==> config.mk <==
export PLATFORM = sky130hd
export DESIGN_NAME = ext_parser
export DESIGN_NICKNAME = d
export VERILOG_FILES = /design/src/rtl/ext_parser_pkg.sv /design/src/rtl/ext_index_dec.sv /design/src/rtl/ext_field_asm.sv /design/src/rtl/ext_parser.sv
export SDC_FILE = /design/constraint.sdc
export NUM_CORES = 1
export LEC_CHECK = 0
export ABC_AREA = 1
export CELL_PAD_IN_SITES_DETAIL_PLACEMENT = 0
export CELL_PAD_IN_SITES_GLOBAL_PLACEMENT = 1
export CORE_ASPECT_RATIO = 0.9
export CORE_MARGIN = 5
export CORE_UTILIZATION = 35
export CTS_CLUSTER_SIZE = 12
export DETAILED_ROUTE_END_ITERATION = 10
export HOLD_SLACK_MARGIN = 0.03
export PLACE_DENSITY_LB_ADDON = 0.3
export SYNTH_ARGS = -nofsm -noshare
export SYNTH_HDL_FRONTEND = slang
export SYNTH_SLANG_ARGS = --single-unit
==> constraint.sdc <==
create_clock -name clk -period 5.3 [get_ports clk]
set_clock_uncertainty 0.15 [all_clocks]
set_input_delay 1.325 -clock clk [delete_from_list [all_inputs] [get_ports clk]]
set_output_delay 1.325 -clock clk [all_outputs]
set_load 0.01 [all_outputs]
==> src/rtl/ext_parser_pkg.sv <==
package ext_parser_pkg;

    typedef enum logic [1:0] {
        MC_NONE,
        MC_DISP1,
        MC_DISP2,
        MC_IMM
    } mode_cls_e;

    typedef enum logic [1:0] {
        FK_IDX,
        FK_DISP,
        FK_IMM
    } fld_kind_e;

    typedef enum logic [1:0] {
        PS_IDLE,
        PS_WALK,
        PS_FIELD,
        PS_DONE
    } pstate_e;

    typedef struct packed {
        logic [2:0] ireg;
        logic [4:0] base;
        logic [3:0] scale;
        mode_cls_e  cls;
    } idx_info_t;

    function automatic logic is_scaled(input logic [4:0] m);
        return m[4:2] == 3'b111;
    endfunction

    // Extension class of a non-scaled addressing mode
    function automatic mode_cls_e classify(input logic [4:0] m);
        mode_cls_e c;
        if (m < 5'd8)                       c = MC_NONE;
        else if (m < 5'd16)                 c = MC_DISP1;
        else if (m <= 5'd18)                c = MC_DISP2;
        else if (m == 5'd20)                c = MC_IMM;
        else if (m == 5'd21)                c = MC_DISP1;
        else if (m == 5'd22)                c = MC_DISP2;
        else if (m >= 5'd24 && m <= 5'd27)  c = MC_DISP1;
        else                                c = MC_NONE;
        return c;
    endfunction

    function automatic logic [2:0] disp_bytes(input logic [7:0] first);
        logic [2:0] n;
        if (!first[7])     n = 3'd1;
        else if (first[6]) n = 3'd4;
        else               n = 3'd2;
        return n;
    endfunction

    function automatic logic [2:0] imm_bytes(input logic [1:0] sz);
        logic [2:0] n;
        case (sz)
            2'b00:   n = 3'd1;
            2'b01:   n = 3'd2;
            default: n = 3'd4;
        endcase
        return n;
    endfunction

    function automatic logic [3:0] scale_of(input logic [4:0] m);
        return is_scaled(m) ? (4'd1 << m[1:0]) : 4'd0;
    endfunction

endpackage

==> src/rtl/ext_index_dec.sv <==
module ext_index_dec
    import ext_parser_pkg::*;
(
    input  logic [4:0] op_mode,
    input  logic [7:0] idx_byte,
    output idx_info_t  info
);

    always_comb begin
        info = '{ireg: 3'd0, base: 5'd0, scale: 4'd0, cls: MC_NONE};
        if (is_scaled(op_mode)) begin
            info.ireg  = idx_byte[2:0];
            info.base  = idx_byte[7:3];
            info.scale = scale_of(op_mode);
            // an immediate or a further scaled mode cannot be an index base
            info.cls   = (classify(idx_byte[7:3]) == MC_IMM) ? MC_NONE
                                                             : classify(idx_byte[7:3]);
        end else begin
            info.cls = classify(op_mode);
        end
    end

endmodule

==> src/rtl/ext_field_asm.sv <==
module ext_field_asm
    import ext_parser_pkg::*;
(
    input  logic        clk,
    input  logic        rst,
    input  logic        active,
    input  fld_kind_e   kind,
    input  logic [1:0]  imm_sz,
    input  logic        fire,
    input  logic [7:0]  din,
    output logic        last,
    output logic [31:0] value
);

    logic [2:0]  cnt_q;
    logic [2:0]  need_q;
    logic [23:0] acc_q;
    logic [2:0]  first_need;
    logic [2:0]  need;
    logic [31:0] full;

    always_comb begin
        case (kind)
            FK_IDX:  first_need = 3'd1;
            FK_IMM:  first_need = imm_bytes(imm_sz);
            default: first_need = disp_bytes(din);
        endcase
        need = (cnt_q == 3'd0) ? first_need : need_q;
        last = fire && ((cnt_q + 3'd1) == need);
        full = {acc_q, din};
        case (kind)
            FK_IDX: value = {24'd0, din};
            FK_IMM: value = full;
            default: begin
                case (need)
                    3'd1:    value = {{25{full[6]}}, full[6:0]};
                    3'd2:    value = {{18{full[13]}}, full[13:0]};
                    default: value = {{2{full[29]}}, full[29:0]};
                endcase
            end
        endcase
    end

    always_ff @(posedge clk) begin
        if (rst || !active || last) begin
            cnt_q  <= 3'd0;
            need_q <= 3'd0;
            acc_q  <= 24'd0;
        end else if (fire) begin
            cnt_q <= cnt_q + 3'd1;
            acc_q <= full[23:0];
            if (cnt_q == 3'd0) need_q <= first_need;
        end
    end

endmodule

==> src/rtl/ext_parser.sv <==
module ext_parser
    import ext_parser_pkg::*;
#(
    parameter int NUM_IMPL = 2,
    localparam int IC_W    = $clog2(NUM_IMPL + 1),
    localparam int MAX_LEN = 3 + 2 + 16 + 4 * NUM_IMPL,
    localparam int LEN_W   = $clog2(MAX_LEN + 1)
) (
    input  logic                  clk,
    input  logic                  rst,
    input  logic                  start,
    input  logic [4:0]            mode_a,
    input  logic [4:0]            mode_b,
    input  logic [1:0]            imm_size,
    input  logic [1:0]            base_len,
    input  logic [IC_W-1:0]       impl_cnt,
    input  logic                  in_valid,
    input  logic [7:0]            in_data,
    output logic                  in_ready,
    output logic                  out_valid,
    input  logic                  out_ready,
    output logic [LEN_W-1:0]      out_len,
    output logic [31:0]           a_field0,
    output logic [31:0]           a_field1,
    output logic [31:0]           b_field0,
    output logic [31:0]           b_field1,
    output logic [2:0]            a_idx_reg,
    output logic [4:0]            a_idx_mode,
    output logic [3:0]            a_scale,
    output logic [2:0]            b_idx_reg,
    output logic [4:0]            b_idx_mode,
    output logic [3:0]            b_scale,
    output logic [32*NUM_IMPL-1:0] impl_disp
);

    // slots: 0,1 index bytes; 2..5 operand fields; 6.. implied fields
    localparam int NSLOT  = 6 + NUM_IMPL;
    localparam int SLOT_W = $clog2(NSLOT + 1);

    pstate_e          state_q;
    logic [SLOT_W-1:0] slot_q;
    logic [4:0]       mode_q [2];
    logic [1:0]       isz_q;
    logic [1:0]       blen_q;
    logic [IC_W-1:0]  icnt_q;
    logic [LEN_W-1:0] nbytes_q;
    logic [7:0]       ix_q  [2];
    logic [31:0]      op_q  [4];
    logic [31:0]      imp_q [NUM_IMPL];

    idx_info_t  ix_info [2];
    logic       slot_need;
    fld_kind_e  slot_kind;
    logic       fire;
    logic       fld_last;
    logic [31:0] fld_val;
    int         impl_eff;

    for (genvar g = 0; g < 2; g++) begin : g_dec
        ext_index_dec u_dec (
            .op_mode  (mode_q[g]),
            .idx_byte (ix_q[g]),
            .info     (ix_info[g])
        );
    end

    assign in_ready  = (state_q == PS_FIELD);
    assign out_valid = (state_q == PS_DONE);
    assign fire      = in_valid && in_ready;

    always_comb begin
        impl_eff  = (int'(icnt_q) > NUM_IMPL) ? NUM_IMPL : int'(icnt_q);
        slot_need = 1'b0;
        slot_kind = FK_DISP;
        case (slot_q)
            SLOT_W'(0): begin slot_need = is_scaled(mode_q[0]); slot_kind = FK_IDX; end
            SLOT_W'(1): begin slot_need = is_scaled(mode_q[1]); slot_kind = FK_IDX; end
            SLOT_W'(2): begin
                slot_need = (ix_info[0].cls != MC_NONE);
                slot_kind = (ix_info[0].cls == MC_IMM) ? FK_IMM : FK_DISP;
            end
            SLOT_W'(3): slot_need = (ix_info[0].cls == MC_DISP2);
            SLOT_W'(4): begin
                slot_need = (ix_info[1].cls != MC_NONE);
                slot_kind = (ix_info[1].cls == MC_IMM) ? FK_IMM : FK_DISP;
            end
            SLOT_W'(5): slot_need = (ix_info[1].cls == MC_DISP2);
            default: slot_need = (int'(slot_q) < NSLOT) && ((int'(slot_q) - 6) < impl_eff);
        endcase
    end

    ext_field_asm u_asm (
        .clk    (clk),
        .rst    (rst),
        .active (state_q == PS_FIELD),
        .kind   (slot_kind),
        .imm_sz (isz_q),
        .fire   (fire),
        .din    (in_data),
        .last   (fld_last),
        .value  (fld_val)
    );

    always_ff @(posedge clk) begin
        if (rst) begin
            state_q  <= PS_IDLE;
            slot_q   <= '0;
            mode_q   <= '{5'd0, 5'd0};
            isz_q    <= 2'd0;
            blen_q   <= 2'd0;
            icnt_q   <= '0;
            nbytes_q <= '0;
            ix_q     <= '{8'd0, 8'd0};
            for (int i = 0; i < 4; i++) op_q[i] <= 32'd0;
            for (int i = 0; i < NUM_IMPL; i++) imp_q[i] <= 32'd0;
        end else begin
            case (state_q)
                PS_IDLE: if (start) begin
                    mode_q   <= '{mode_a, mode_b};
                    isz_q    <= imm_size;
                    blen_q   <= base_len;
                    icnt_q   <= impl_cnt;
                    nbytes_q <= '0;
                    slot_q   <= '0;
                    ix_q     <= '{8'd0, 8'd0};
                    for (int i = 0; i < 4; i++) op_q[i] <= 32'd0;
                    for (int i = 0; i < NUM_IMPL; i++) imp_q[i] <= 32'd0;
                    state_q  <= PS_WALK;
                end
                PS_WALK: begin
                    if (int'(slot_q) >= NSLOT) state_q <= PS_DONE;
                    else if (slot_need)        state_q <= PS_FIELD;
                    else                       slot_q  <= slot_q + SLOT_W'(1);
                end
                PS_FIELD: begin
                    if (fire) nbytes_q <= nbytes_q + LEN_W'(1);
                    if (fld_last) begin
                        for (int i = 0; i < 2; i++)
                            if (slot_q == SLOT_W'(i)) ix_q[i] <= fld_val[7:0];
                        for (int i = 0; i < 4; i++)
                            if (slot_q == SLOT_W'(i + 2)) op_q[i] <= fld_val;
                        for (int i = 0; i < NUM_IMPL; i++)
                            if (slot_q == SLOT_W'(i + 6)) imp_q[i] <= fld_val;
                        slot_q  <= slot_q + SLOT_W'(1);
                        state_q <= PS_WALK;
                    end
                end
                default: if (out_ready) state_q <= PS_IDLE;
            endcase
        end
    end

    assign out_len    = LEN_W'(blen_q) + nbytes_q;
    assign a_field0   = op_q[0];
    assign a_field1   = op_q[1];
    assign b_field0   = op_q[2];
    assign b_field1   = op_q[3];
    assign a_idx_reg  = ix_info[0].ireg;
    assign a_idx_mode = ix_info[0].base;
    assign a_scale    = ix_info[0].scale;
    assign b_idx_reg  = ix_info[1].ireg;
    assign b_idx_mode = ix_info[1].base;
    assign b_scale    = ix_info[1].scale;

    for (genvar k = 0; k < NUM_IMPL; k++) begin : g_imp
        assign impl_disp[32*k +: 32] = imp_q[k];
    end

endmodule

## Word level (Yosys, flattened, before mapping)

Memory sizes are Yosys's and may differ from the RTL's.
Index checks and enable logic that the tools add are counted.

- Flip-flop bits (word level): 73
- Memory bits (writable): 192
- Output and inout port bits: 223
- Logic and storage cells: 243
- Memories: 2

- $add $sub $neg: 5
- Magnitude comparators: 24
- Equality and inequality tests: 43
- Shifts and indexed selects: 2
- Multiplexer cells: 115
- Bitwise operators: 12
- Reduce and logical (&&, ||, !) cells: 27

Memories:

| name | words | width | rd ports | clocked after memory_dff | wr ports | RTL line | RTL |
|---|---|---|---|---|---|---|---|
| op_q | 4 | 32 | 4 | 0 | 4 | ext_parser.sv:48 | `logic [31:0] op_q [4];` |
| imp_q | 2 | 32 | 2 | 0 | 2 | ext_parser.sv:49 | `logic [31:0] imp_q [NUM_IMPL];` |

Operators by type and width:

| kind | number |
|---|---|
| 32-bit 2-to-1 mux | 12 |
| 32-bit case mux with 2 select lines | 2 |
| 2-bit 2-to-1 mux | 38 |
| 5-bit == test (second input constant) | 12 |
| 5-bit <= comparator (second input constant) | 8 |
| 1-bit 2-to-1 mux | 40 |
| 16-bit 2-to-1 mux | 2 |
| 16-bit case mux with 2 select lines | 1 |
| 12-bit 2-to-1 mux | 2 |
| 5-bit greater-or-equal comparator (second input constant) | 4 |
| 5-bit by 4-bit < comparator with 1-bit output (second input constant) | 4 |
| 5-bit < comparator (second input constant) | 4 |
| 2-bit == test (second input constant) | 9 |
| 4-bit by 3-bit == test with 1-bit output (second input constant) | 4 |
| 4-bit 2-to-1 mux | 4 |
| 8-bit 2-to-1 mux | 2 |
| 1-bit bitwise OR | 12 |
| 2-bit case mux with 3 select lines | 2 |
| 3-bit case mux with 2 select lines | 2 |
| 4-bit case mux with 3 select lines | 1 |
| 4-bit AND reduction | 3 |
| 5-bit 2-to-1 mux | 2 |
| 5-bit case mux with 2 select lines | 1 |
| 3-bit 2-to-1 mux | 3 |
| other kinds (34) | 54 |

## Depth between registers and ports, before layout

Gate-level depths: netlist of run 1.

- Depth after elaboration: 26
- Gate-level depth with buffers: 20
- Mapped depth without buffers: 18

## By module

From an unflattened synthesis of run 1, not the netlist that was laid out.

- Cells, all modules: 1,222
- Area, all modules: 11,395.9 um^2

By module, submodules not included:

| module | instances | cells an instance | area each (um^2) | seq. area each (um^2) |
|---|---|---|---|---|
| ext_parser | 1 | 794 | 8,861.0 | 6,306.0 |
| ext_field_asm | 1 | 310 | 1,969.4 | 600.6 |
| ext_index_dec | 2 | 59 | 282.8 | 0.0 |

## Least setup slack after synthesis of run 1

No wires, ideal clock.

- Path kind: in2reg
- From: in in_data[6]
- To: mem imp_q[0][0], enable pin
- Library setup time: 466 ps
- Arrival time: 4,548 ps
- Slack: 136 ps
- Stages: 12
- Buffers on the path: 1
- Cell sequence: buf_4 nor2_1 nand2_1 nand3_1 nand3_1 nand3_1 nor2_4 nand2_4 nor2_4 nand2_1 nand2_1 o21ai_0

RTL lines:

| item | RTL line | RTL |
|---|---|---|
| start: declaration | ext_parser.sv:18 | `input logic [7:0] in_data,` |
| end: declaration | ext_parser.sv:49 |  |

==> results of run 1 <==
-- worst max-delay path, cell delays in order, from the launching register on --
cell	delay (ns)
dfxtp_1	0.51
inv_1	0.12
ha_1	0.29
inv_1	0.09
nor2_2	0.04
nand2_1	0.07
nand3_2	0.47
nand2_1	0.19
nand3_1	0.12
nand2_2	0.13
nand3_2	0.39
inv_2	0.19
nand2_1	0.36
nand3_1	0.21
nand2_1	0.34
a21oi_1	0.31
-- per-layer routing --
layer / track usage, % / up-vias
li1: - / 4582
met1: 27.4 / 4550
met2: 30.4 / 323
met3: 3.43 / 58
met4: 5.31 / 0
met5: 0 / -
-- final cells by class --
cell class	instances	area, um^2
clock buffer	44	792
clock inverter	10	87.6
fill	3072	17400
inverter	120	450
multi-input combinational	785	3870
sequential	265	6910
tap	422	528
timing repair buffer	273	2680
-- through the flow --
step / setup slack, ns / hold WS, ns / util (%) / cell area (um^2)
floorplan: 0.136 / 0.275 / - / 11500
global placement: 0.799 / 0.290 / 44.1 / 14400
detailed placement: 0.687 / 0.305 / 44.1 / 14400
CTS: 1.12 / 0.314 / 46.8 / 15300
global route: 0.678 / 0.337 / 46.8 / 15300
finish: 1.15 / 0.313 / 46.8 / 15300
-- registers in the layout, summed over array words and instances (netlist names) --
signal	flops
isz_q	2
blen_q	2
icnt_q	2
state_q	2
u_asm.acc_q	24
op_q	128
mode_q	10
ix_q	16
nbytes_q	5
u_asm.need_q	3
slot_q	4
imp_q	64
u_asm.cnt_q	3
-- where the power goes --
part           switching, mW  internal (mW)  leakage [nW]  total (mW)
Clock                  0.810           1.08         0.423        1.89
Combinational           1.53          0.837          2.90        2.36
Sequential             0.174           2.56          2.60        2.73
Total                   2.51           4.47          5.92        6.98
-- placed cells by master, fill, tap and decap left out, types with 3 or more instances in the layout --
cell and count:
ha_1 17, nand3_1 103, clkbuf_1 14, a31oi_1 9, nand2_2 5, nand4_1 15, buf_4 22, nand2_1 222
clkdlybuf4s50_1 251, clkinv_1 6, clkinv_2 3, nor3_1 10, a211oi_1 11, or2_2 3, edfxtp_1 160, nor2_4 3
nand2_4 3, nand3b_1 33, nor2_1 209, inv_2 17, clkbuf_16 29, o21ai_0 26, nand3_2 6, xor2_1 5
dfxtp_1 105, inv_1 101, a21oi_1 84
-- worst min path at each step --
stage | start | end | slack (ns)
after global placement | blen_q[0] | blen_q[0] | 0.29
after CTS | blen_q[0] | blen_q[0] | 0.31
final | u_asm.need_q[2] | u_asm.need_q[2] | 0.31
after detailed placement | blen_q[0] | blen_q[0] | 0.30
after floorplan | blen_q[0] | blen_q[0] | 0.28
after global routing | ix_q[9] | ix_q[9] | 0.34
-- logic make-up after synthesis --
logic type               after synthesis  share of synthesized area [%]
AO/OA/AOI/OAI                        142                           6.83
XOR/XNOR                               6                          0.457
adder cells (fa/ha/maj)               18                           2.02
buffers and inverters                180                           6.49
flip-flops                           265                           60.0
AND/OR/NAND/NOR                      619                           24.1
==> reports/summary.txt, run 1 <==
Status = complete, no violations
Max Cap Viol = 0
Metal-1 WL = 16900 um
Post-synthesis cell count = 1230
Final Hold Viols = 0
Worst-path maximum fanout = 27
DR WL met2 = 16100 um
Reg clk slew, reported paths = 0.06 ns
Initial antenna violation count = 0
WP data arrival = 4.38 ns
Hold-fix buffers, CTS = 0
Syn. warnings = 0
Worst R2R End = imp_q[0][31]
Fin. max-slew vios = 0
Grt ovf = 0
Distinct cell type count after synthesis = 42
Period utilization = 78.4%
Die X = 201 um
Required @ worst endpoint = 5.53 ns
Fin crit period = 4.15 ns
H-tree depth = 1
Layout area overhead = 33.1%
CP Launch Type = flop
Share of cells above drive strength 1 = 6.95%
Initial drt markers = 630
Largest net degree at the start of global routing = 52
Post-route ant nets = 0
Metal3 WL = 2090 um
Crit Path Category = reg2reg
Number of synthesized flops with an enable pin = 160
Top cell type's share of synthesized area = 41.8%
DP HPWL = 26000 um
Final setup TNS = 0 ns
Hold Path Class = reg2reg
Vias in the first global route = 9247
Max layer used = met4
Flops & latches, synth = 265
Vias/cell = 4.96
Drt total wl = 36200 um
Fmax = 241 MHz
Fin cells = 1919
Launch point of the worst path = slot_q[0]
Setup bufs post-CTS = 0
PwrDens = 456 nW/um^2
Worst skew pair latency = 0.56 ns
Drt wl/cell = 18.8 um
Most numerous cell in the Yosys netlist = nand2_1
Total track usage = 19.2%
Slew HR = 42.6%
Worst vdd ir = 0.000323 V
Dominant cell type by area after synthesis = edfxtp_1
Die area = 36600 um^2
Sequential element share of the synthesized area = 60.0%
Most frequent cells after synthesis = nand2_1 (222), nor2_1 (209), edfxtp_1 (160), dfxtp_1 (105), nand3_1 (103)
Post-Syn Nets = 1277
Port-buffer cells = 251
Hold depth = 2
Layout net count = 1521
CTS Root Cell = clkbuf_16
Dpl cells = 1865
CTS tree = done
Total power = 6.98 mW
1st-pass router iterations = 5
Via count = 9513
Synth area leaders = edfxtp_1 (42%), dfxtp_1 (18%), nand2_1 (7.2%), nor2_1 (6.8%), nand3_1 (4.5%)
Final setup fails = 0
Share of flip-flops with an asynchronous set or reset = 0%
Reg2Reg Setup Slack = 1.15 ns
Crit path to = imp_q[0][31]
Ys flop type = edfxtp_1
Avg Inst Size Synth = 9.35 um^2
Final Wtd Congestion = 0.826
CP Capture Type = flop
Die Y = 182 um
DRC viols = 0
Bufs on Longest Clock Path = 3
Row count = 63
RSZ-0062 raised after global routing = false
PostCTS Resize Cnt = 0
LEAKAGE = 5.92 nW
Clock buffer count from CTS = 29
Reg2reg start = slot_q[0]
Starting density of the core = 35.2%
Slew @ Worst Pin = 0.860 ns
Ant. Diodes = 0
R2R cell count = 15
# IOs = 252
Core Area = 32700 um^2
First-pass GRT wire length = 56100 um
CTS Sinks = 265
Syn Std Cell Area = 11500 um^2
Note: power is estimated with default switching activity, not from simulation.
==> run 2: changes to the inputs <==
==> constraint.sdc (replaced) <==
create_clock -name clk -period 3.6 [get_ports clk]
set_clock_uncertainty 0.15 [all_clocks]
set_input_delay 0.9 -clock clk [delete_from_list [all_inputs] [get_ports clk]]
set_output_delay 0.9 -clock clk [all_outputs]
set_load 0.01 [all_outputs]
==> run 2 against run 1 <==
- setup slack got worse by 0.95 ns
- core utilization rose by 0.59 points
- sequential power rose by 47%
- critical path depth fell by 10
- largest cell class unchanged
==> reports/summary.txt, run 2 (synthesis results as in run 1) <==
Status = complete, no violations
CTS Root Cell = clkbuf_16
PwrDens = 677 nW/um^2 (+48%)
Initial drt markers = 750 (+19%)
Max reg flops = 128 (unchanged)
CTS Sinks = 265 (unchanged)
Commonest non-fill, non-tap cell in the layout = clkdlybuf4s50_1
CTS tree = done
Hold slack = 0.305 ns (-0.00829 ns)
Vias/cell = 4.90 (-1.2%)
DRC viols = 0 (unchanged)
Drt wl/cell = 18.7 um (-1.0%)
Largest net degree at the start of global routing = 51 (-1.9%)
CP Capture Type = primary output
Commonest cells after routing, fill and taps aside = clkdlybuf4s50_1 (250), nand2_1 (222), nor2_1 (208)
Slew HR = 28.6% (-14 points)
Layout net count = 1533 (+0.79%)
CP Launch Type = flop
CP max stage cell = clkdlybuf4s50_1
Hold Path Class = reg2reg
Final instance area = 15500 um^2 (+1.3%)
Total power = 10.5 mW (+50%)
Required @ worst endpoint = 2.55 ns (-2.98 ns)
Reg clk slew, reported paths = 0.06 ns (about the same)
Vias in the first global route = 9088 (-1.7%)
Clock buffer count from CTS = 29 (unchanged)
Ant. Diodes = 0 (unchanged)
WP buf/inv = 2 (-1)
Period utilization = 94.7%
Largest registers = op_q (128), imp_q (64), u_asm.acc_q (24)
Post-placement cell area = 14600 um^2 (+1.1%)
Max layer used = met4
Layout area overhead = 34.8%
Final setup TNS = 0 ns (unchanged)
Final Wtd Congestion = 0.864 (+4.6%)
Final setup fails = 0 (unchanged)
H-tree depth = 1 (unchanged)
Total track usage = 19.0% (-0.27 points)
Post-route ant nets = 0 (unchanged)
Starting density of the core = 35.2% (unchanged)
DR WL met2 = 16200 um (+0.61%)
DP HPWL = 26200 um (+0.81%)
Fin crit period = 3.41 ns
Setup bufs post-CTS = 0 (unchanged)
Fmax = 293 MHz
Die Y = 182 um (unchanged)
RSZ-0062 raised after global routing = false
Die X = 201 um (unchanged)
1st-pass router iterations = 7 (+2)
Slew @ Worst Pin = 1.07 ns (+0.207 ns)
Metal-1 WL = 16600 um (-1.9%)
CP delay by family, top = buffers and inverters
Port-buffer cells = 251 (unchanged)
Crit-path max cell delay = 0.57 ns (+0.06 ns)
# IOs = 252 (unchanged)
First-pass GRT wire length = 54900 um (-2.1%)
Largest Register = op_q
Worst vdd ir = 0.000459 V (+42%)
Bufs on Longest Clock Path = 3 (unchanged)
Crit path cell chain = nand2_1 -> nor2_1 -> inv_1 -> nor3_1 -> clkdlybuf4s50_1
Crit Path Category = reg2out
Worst-path maximum fanout = 14 (-48%)
Max Cap Viol = 0 (unchanged)
Worst skew pair latency = 0.56 ns (about the same)
LEAKAGE = 6.03 nW (+1.8%)
Core Area = 32700 um^2 (unchanged)
Drt total wl = 35900 um (-0.75%)
Fin. max-slew vios = 0 (unchanged)
Share of cells above drive strength 1 = 8.12% (+1.2 points)
Final Hold Viols = 0 (unchanged)
Metal3 WL = 2240 um (+7.3%)
WP data arrival = 2.36 ns (-2.02 ns)
Die area = 36600 um^2 (unchanged)
Via count = 9423 (-0.95%)
Grt ovf = 0 (unchanged)
Initial antenna violation count = 0 (unchanged)
Row count = 63 (unchanged)
[run 2: where the power goes]
part / internal [mW] / switching (mW)
Combinational: 1.34 / 2.29
Clock: 1.65 / 1.20
Sequential: 3.76 / 0.259
[run 2: per-stage QoR]
stage,utilization (%),worst slack (ns),std cells
6_report,47.4,0.191,1924
2_1_floorplan,-,-0.389,1230
5_1_grt,47.4,0.000508,1924
3_5_place_dp,44.6,-0.0203,1877
4_1_cts,47.4,0.116,1924
3_3_place_gp,44.6,0.0378,1877
[run 2: worst paths after layout]
path	from	end	slack (ns)	depth (start not counted)
max	mode_q[9]	a_scale[2]	0.19	5
min	blen_q[0]	blen_q[0]	0.30	2
max reg2reg	slot_q[0]	imp_q[0][52]	0.23	16
min reg2reg	blen_q[0]	blen_q[0]	0.30	2
[run 2: routing by layer]
layer,up-vias,global-route usage [%]
met1,4488,26.9
li1,4593,-
met4,0,4.54
met5,-,0
met2,292,30.1
met3,50,3.82
[run 2: final cells by class]
| class | count | area [um^2] |
|---|---|---|
| Sequential cell | 265 | 6910 |
| Fill cell | 3132 | 17200 |
| Inverter | 120 | 450 |
| Tap cell | 422 | 528 |
| Multi-Input combinational cell | 785 | 3870 |
| Clock buffer | 39 | 813 |
| Timing Repair Buffer | 285 | 2840 |
| Clock inverter | 8 | 90.1 |
[run 2: repair_timing]
item,in CTS,in global routing
resized for setup,2,1
setup endpoints to repair,1,2
endpoints found under the hold margin,0,0
hold buffers,0,0
[run 2: worst min-delay path, stage by stage (launching register included)]
cell	delay, ns
dfxtp_1	0.31
nand2_1	0.06
nand2_1	0.04
